<file path="config.mk">
export PLATFORM = sky130hd
export DESIGN_NAME = rtc_alarm_unit
export DESIGN_NICKNAME = d
export VERILOG_FILES = /design/src/rtl/rtc_alarm_pkg.sv /design/src/rtl/alarm_regs.sv /design/src/rtl/alarm_match.sv /design/src/rtl/alarm_flags.sv /design/src/rtl/rtc_alarm_unit.sv
export SDC_FILE = /design/constraint.sdc
export NUM_CORES = 1
export LEC_CHECK = 0
export BUFFER_PORTS_ARGS = -buffer_cell sky130_fd_sc_hd__buf_2
export CORE_MARGIN = 3
export CORE_UTILIZATION = 40
export CTS_BUF_LIST = sky130_fd_sc_hd__clkbuf_2 sky130_fd_sc_hd__clkbuf_4 sky130_fd_sc_hd__clkbuf_8
export DETAILED_ROUTE_END_ITERATION = 12
export GPL_ROUTABILITY_DRIVEN = 1
export MAX_ROUTING_LAYER = met4
export PLACE_DENSITY = 0.71
export SLEW_MARGIN = 20
export SYNTH_ARGS = -nofsm -noshare
export SYNTH_HDL_FRONTEND = slang
export SYNTH_SLANG_ARGS = --single-unit
</file>
<file path="constraint.sdc">
create_clock -name clk_i -period 2 [get_ports clk_i]
set_input_delay 0.1 -clock clk_i [delete_from_list [all_inputs] [get_ports clk_i]]
set_output_delay 0.1 -clock clk_i [all_outputs]
set_load 0.01 [all_outputs]
</file>
<file path="src/rtl/rtc_alarm_pkg.sv">
package rtc_alarm_pkg;
  localparam int ADDR_W   = 4;
  localparam int DATA_W   = 8;
  localparam int N_FIELDS = 4;
  localparam int VAL_W    = DATA_W - 1;

  localparam logic [ADDR_W-1:0] ADDR_ALM_BASE = 4'h8;
  localparam logic [ADDR_W-1:0] ADDR_STATUS   = 4'hE;
  localparam logic [ADDR_W-1:0] ADDR_CTRL     = 4'hF;

  localparam int MASK_BIT  = 7;
  localparam int IE_BIT    = 3;
  localparam int SUM_BIT   = 0;
  localparam int MATCH_BIT = 3;

  // kept value width per field: 0 sec, 1 min, 2 hour, 3 date
  function automatic int field_w(input int idx);
    return (idx < 2) ? 7 : 6;
  endfunction

  function automatic logic [DATA_W-1:0] keep_mask(input int idx);
    logic [DATA_W-1:0] m;
    m = (DATA_W'(1) << field_w(idx)) - DATA_W'(1);
    m[MASK_BIT] = 1'b1;
    return m;
  endfunction
endpackage

</file>
<file path="src/rtl/alarm_regs.sv">
module alarm_regs
  import rtc_alarm_pkg::*;
(
  input  logic                             clk_i,
  input  logic                             rst_ni,
  input  logic                             wr_i,
  input  logic [ADDR_W-1:0]                addr_i,
  input  logic [DATA_W-1:0]                wdata_i,
  output logic [N_FIELDS-1:0][DATA_W-1:0]  alarm_o,
  output logic                             ie_o
);
  for (genvar f = 0; f < N_FIELDS; f++) begin : g_fld
    localparam logic [DATA_W-1:0] KEEP = keep_mask(f);
    localparam logic [ADDR_W-1:0] MY_ADDR = ADDR_ALM_BASE + ADDR_W'(f);
    logic [DATA_W-1:0] q;
    always_ff @(posedge clk_i or negedge rst_ni) begin
      if (!rst_ni) q <= '0;
      else if (wr_i && addr_i == MY_ADDR) q <= wdata_i & KEEP;
    end
    assign alarm_o[f] = q;
  end

  logic ie_q;
  always_ff @(posedge clk_i or negedge rst_ni) begin
    if (!rst_ni) ie_q <= 1'b0;
    else if (wr_i && addr_i == ADDR_CTRL) ie_q <= wdata_i[IE_BIT];
  end
  assign ie_o = ie_q;

  // unused value bits of hour and date never hold a 1
  a_r2_hour_width: assert property (@(posedge clk_i) disable iff (!rst_ni)
    alarm_o[2][6] == 1'b0 && alarm_o[3][6] == 1'b0);
endmodule

</file>
<file path="src/rtl/alarm_match.sv">
module alarm_match
  import rtc_alarm_pkg::*;
(
  input  logic [N_FIELDS-1:0][DATA_W-1:0] alarm_i,
  input  logic [N_FIELDS-1:0][VAL_W-1:0]  cur_i,
  output logic                            hit_o
);
  logic [N_FIELDS-1:0] fld_hit;
  for (genvar f = 0; f < N_FIELDS; f++) begin : g_cmp
    assign fld_hit[f] = alarm_i[f][MASK_BIT] || (alarm_i[f][VAL_W-1:0] == cur_i[f]);
  end
  assign hit_o = &fld_hit;
endmodule

</file>
<file path="src/rtl/alarm_flags.sv">
module alarm_flags (
  input  logic clk_i,
  input  logic rst_ni,
  input  logic tick_i,
  input  logic hit_i,
  input  logic ie_i,
  input  logic rd_clr_i,
  output logic match_o,
  output logic sum_o
);
  logic set_match, set_sum, match_q, sum_q;
  assign set_match = tick_i && hit_i;
  assign set_sum   = set_match && ie_i;

  always_ff @(posedge clk_i or negedge rst_ni) begin
    if (!rst_ni) begin
      match_q <= 1'b0;
      sum_q   <= 1'b0;
    end else begin
      match_q <= set_match || (match_q && !rd_clr_i);
      sum_q   <= set_sum   || (sum_q   && !rd_clr_i);
    end
  end
  assign match_o = match_q;
  assign sum_o   = sum_q;

  a_r3_no_tick_no_flag: assert property (@(posedge clk_i) disable iff (!rst_ni)
    (!tick_i && !match_q) |=> !match_o);
  a_r7_read_clears: assert property (@(posedge clk_i) disable iff (!rst_ni)
    (rd_clr_i && !set_match) |=> (!match_o && !sum_o));
  a_r8_set_wins: assert property (@(posedge clk_i) disable iff (!rst_ni)
    (tick_i && hit_i) |=> match_o);
endmodule

</file>
<file path="src/rtl/rtc_alarm_unit.sv">
module rtc_alarm_unit
  import rtc_alarm_pkg::*;
(
  input  logic              clk_i,
  input  logic              rst_ni,
  input  logic              tick_i,
  input  logic [6:0]        cur_sec_i,
  input  logic [6:0]        cur_min_i,
  input  logic [5:0]        cur_hour_i,
  input  logic [5:0]        cur_date_i,
  input  logic              cs_i,
  input  logic              we_i,
  input  logic [ADDR_W-1:0] addr_i,
  input  logic [DATA_W-1:0] wdata_i,
  output logic [DATA_W-1:0] rdata_o,
  output logic              irq_o
);
  logic [N_FIELDS-1:0][DATA_W-1:0] alarm;
  logic [N_FIELDS-1:0][VAL_W-1:0]  cur;
  logic ie, hit, match_f, sum_f, wr, rd, rd_status;

  assign wr        = cs_i && we_i;
  assign rd        = cs_i && !we_i;
  assign rd_status = rd && addr_i == ADDR_STATUS;

  assign cur[0] = cur_sec_i;
  assign cur[1] = cur_min_i;
  assign cur[2] = {1'b0, cur_hour_i};
  assign cur[3] = {1'b0, cur_date_i};

  alarm_regs u_regs (
    .clk_i, .rst_ni, .wr_i(wr), .addr_i, .wdata_i, .alarm_o(alarm), .ie_o(ie)
  );

  alarm_match u_match (.alarm_i(alarm), .cur_i(cur), .hit_o(hit));

  alarm_flags u_flags (
    .clk_i, .rst_ni, .tick_i, .hit_i(hit), .ie_i(ie), .rd_clr_i(rd_status),
    .match_o(match_f), .sum_o(sum_f)
  );

  always_comb begin
    rdata_o = '0;
    if (rd) begin
      if (addr_i >= ADDR_ALM_BASE && addr_i < ADDR_ALM_BASE + ADDR_W'(N_FIELDS))
        rdata_o = alarm[2'(addr_i - ADDR_ALM_BASE)];
      else if (addr_i == ADDR_STATUS) begin
        rdata_o[MATCH_BIT] = match_f;
        rdata_o[SUM_BIT]   = sum_f;
      end else if (addr_i == ADDR_CTRL)
        rdata_o[IE_BIT] = ie;
    end
  end

  assign irq_o = sum_f;

  a_r6_irq_needs_enable: assert property (@(posedge clk_i) disable iff (!rst_ni)
    $rose(irq_o) |-> $past(ie));
  a_r9_fall_after_read: assert property (@(posedge clk_i) disable iff (!rst_ni)
    $fell(irq_o) |-> $past(rd_status));
endmodule

</file>
==> impl_metrics.env <==
export IMPL_status="finished, final reports clean"
export IMPL_first_pass_iters=4
export IMPL_drt_iter0_markers=78
export IMPL_syn_inst=141
export IMPL_hold_violations=0
export IMPL_arrival_ns=2.01
export IMPL_clockRootBuffer="clkbuf_8"
export IMPL_place_gp_congestion=0.815
export IMPL_worst_setup_path_start_kind="flip-flop"
export IMPL_clock_sinks=33
export IMPL_wirelength_um=4300
export IMPL_power_leakage_nw=1.11
export IMPL_final_antenna_net_count=0
export IMPL_ys_types=30
export IMPL_insertion_delay_ns=0.28
export IMPL_crit_start="u_regs.g_fld[0].q[2]"
export IMPL_post_cts_setup_buffers=0
export IMPL_antenna_found_initial=0
export IMPL_switching_share_pct=27.6
export IMPL_tns_ns=0
export IMPL_fp_coreArea_um2=4470
export IMPL_worst_endpoint_required_ns=2.22
export IMPL_finalCriticalPeriod_ns=1.79
export IMPL_power_density_nw_per_um2=805
export IMPL_path_cells="xor2_1, nor4_1, a41oi_1, nor4_2, a32o_1"
export IMPL_nets=241
export IMPL_endpoint_kind="flip-flop"
export IMPL_worstReg2RegStart="u_regs.g_fld[0].q[2]"
export IMPL_cp_slowest_cell="dfrtp_1"
export IMPL_grt_pass1_vias=1280
export IMPL_viasPerCell=5.33
export IMPL_tightestPinTransition_ns=0.748
export IMPL_slew_viol_final=0
export IMPL_worst_slack_ns=0.210
export IMPL_grt_use_total_pct=16.8
export IMPL_cts_tree="yes"
export IMPL_die_area_um2=5600
export IMPL_final_area_um2=2310
export IMPL_p_seq_share_pct=48.9
export IMPL_fmax_ghz=0.559
export IMPL_rsz0062_at_grt="no"
export IMPL_num_vias=1333
export IMPL_maxCapViolations=0
export IMPL_p_total_mw=1.86
export IMPL_cts_buffers=5
export IMPL_setup_viol=0
export IMPL_io_buffers=51
export IMPL_num_fill_cells=403
export IMPL_seq_area_frac_synth_pct=43.6
export IMPL_finClkSkew_ns=0.00215
export IMPL_die_h_um=74.8
export IMPL_cts_buffer_depth=2
export IMPL_reg2reg_slack_ns=0.21
export IMPL_p_clk_share_pct=27.5
export IMPL_pre_cts_slack_ns=0.224
export IMPL_rows=24
export IMPL_final_core_util_pct=51.6
export IMPL_grt_pass1_wl_um=6560
export IMPL_num_antenna_cells=0
export IMPL_ys_ff_latch=33
export IMPL_cpPeakStageDelay_ns=0.41
export IMPL_ys_warn_count=0
export IMPL_grt_max_degree=34
export IMPL_htreeDepth=2
export IMPL_cp_max_fo=3
export IMPL_drt_wirelength_per_cell_um=17.2
export IMPL_placed_cell_area_um2=2210
export IMPL_p_sw_mw=0.513
export IMPL_synth_avg_cell_area_um2=13.4
export IMPL_p_int_mw=1.34
export IMPL_path_class="flip-flop to flip-flop"
export IMPL_post_dp_hpwl_um=3270
export IMPL_grt_overflow_total=0
export IMPL_pin_count=52
export IMPL_syn2layout_area_growth_pct=21.8
export IMPL_post_route_period_util_pct=89.5
export IMPL_hold_slack_ns=0.0668
export IMPL_maxSlewHeadroom_pct=50.2
export IMPL_netlist_area_um2=1890
export IMPL_placed_cells=242
export IMPL_layout_drive_gt1_share_pct=53.5
export IMPL_hold_path_class="input port to flip-flop"
export IMPL_die_w_um=74.8
export IMPL_stdcell_count=250
export IMPL_min_from="wdata_i[6]"
export IMPL_combPwrFrac_pct=23.6
export IMPL_ir_drop_mv=0.312
export IMPL_clk_pin_slew_ns=0.06
export IMPL_initial_core_util_pct=42.3
export IMPL_drc=0
export IMPL_syn_num_nets=184
layout make-up:
class	instances	area, um2	area share, %
inverter	2	7.51	0.325
multi-input combinational	102	1040	45.0
sequential	33	826	35.8
tap	52	65.1	2.82
timing repair buffer	54	280	12.1
clock buffer	7	90.1	3.90
layer usage:
layer	wire (um)	GRT usage (%)	up-vias
met2	2120	25.7	50
li1	-	-	633
met4	66	5.34	0
met1	1860	22.3	644
met5	0	-	-
met3	251	3.87	6
worst paths after layout:
path	end	cells past startpoint
worst min register to register	u_flags.match_o	1
worst max register to register	u_flags.sum_o	5
worst max-delay path	u_flags.sum_o	5
min in group asynchronous	u_regs.g_fld[0].q[6]	2
max in group asynchronous	u_regs.g_fld[0].q[1]	2
worst min-delay path	u_regs.g_fld[0].q[6]	2
power by group through the flow:
stage | clock, mW | sequential (mW) | combinational [mW]
floorplan | 0 | 0.886 | 0.315
global placement | 0 | 0.917 | 0.436
detailed placement | 0 | 0.920 | 0.439
CTS | 0.527 | 0.908 | 0.444
global route | 0.550 | 0.926 | 0.475
finish | 0.511 | 0.908 | 0.438
registers in the layout, summed over array words and instances (netlist names):
| name | count |
|---|---|
| u_regs.ie_o | 1 |
| u_flags.sum_o | 1 |
| u_flags.match_o | 1 |
| u_regs.g_fld.q | 30 |
cell usage in the layout (no fill, tap or decap):
cell           synthesis  final
nor2_1                 1      1
buf_4                  1      2
a21oi_1                1      1
inv_1                  2      2
xnor2_1               10     10
nor4_2                 1      1
buf_2                  2     51
mux2i_1                2      2
a32o_1                 1      1
mux4_2                 7      7
clkbuf_4               0      1
and3_1                 6      6
nor3b_4                2      2
a22o_1                 1      1
nor4_1                 4      4
nor2b_4                1      1
nand2_1                4      4
nor3_1                 1      1
clkbuf_8               0      6
nor2_2                 1      1
nand3_4                1      1
mux2_2                31     31
nand4_1                2      2
nor2b_1                2      2
dfrtp_1               33     33
o22ai_1                1      1
and2b_2                1      1
a41oi_1                2      2
nor3_4                 1      1
dlygate4sd3_1          0      1
xor2_1                16     16
a31oi_1                2      2
cells in the mapped netlist:
cell type / count / share of area, %
a41oi_1: 2 / 0.92
xnor2_1: 10 / 4.6
mux2i_1: 2 / 1.1
a31oi_1: 2 / 0.66
buf_4: 1 / 0.40
o22ai_1: 1 / 0.33
a21oi_1: 1 / 0.26
nand3_4: 1 / 0.92
inv_1: 2 / 0.40
dfrtp_1: 33 / 44
a22o_1: 1 / 0.46
nor2b_4: 1 / 0.73
mux4_2: 7 / 8.3
clkbuf_2: 1 / 0.26
and2b_2: 1 / 0.46
nor4_1: 4 / 1.3
nor2_1: 1 / 0.20
and3_1: 6 / 2.0
nor2_2: 1 / 0.33
nor3_1: 1 / 0.26
nand4_1: 2 / 0.66
nor3b_4: 2 / 2.0
nor2b_1: 2 / 0.66
buf_2: 2 / 0.53
nor4_2: 1 / 0.66
a32o_1: 1 / 0.53
nor3_4: 1 / 0.86
mux2_2: 31 / 18
xor2_1: 16 / 7.4
nand2_1: 4 / 0.79
kinds of logic after synthesis:
kind of cell / share of synthesized area [%]
xor+xnor: 12.0
flops: 43.6
buf+inv: 1.59
simple gates: 11.8
mux: 27.8
compound gates: 3.17
critical path: cells and delay by family, from the launching register on:
kind,cells,cell delay [ns]
and+or+nand+nor,2,0.75
AOI/OAI and AO/OA,2,0.40
xor gates and xnor gates,1,0.17
DFF,1,0.41
repair_timing:
| item | CTS | global route |
|---|---|---|
| resized for setup | 0 | 0 |
| endpoints found under the hold margin | 33 | 0 |
| hold buffers | 1 | 0 |
(Power assumes the default switching activity.)
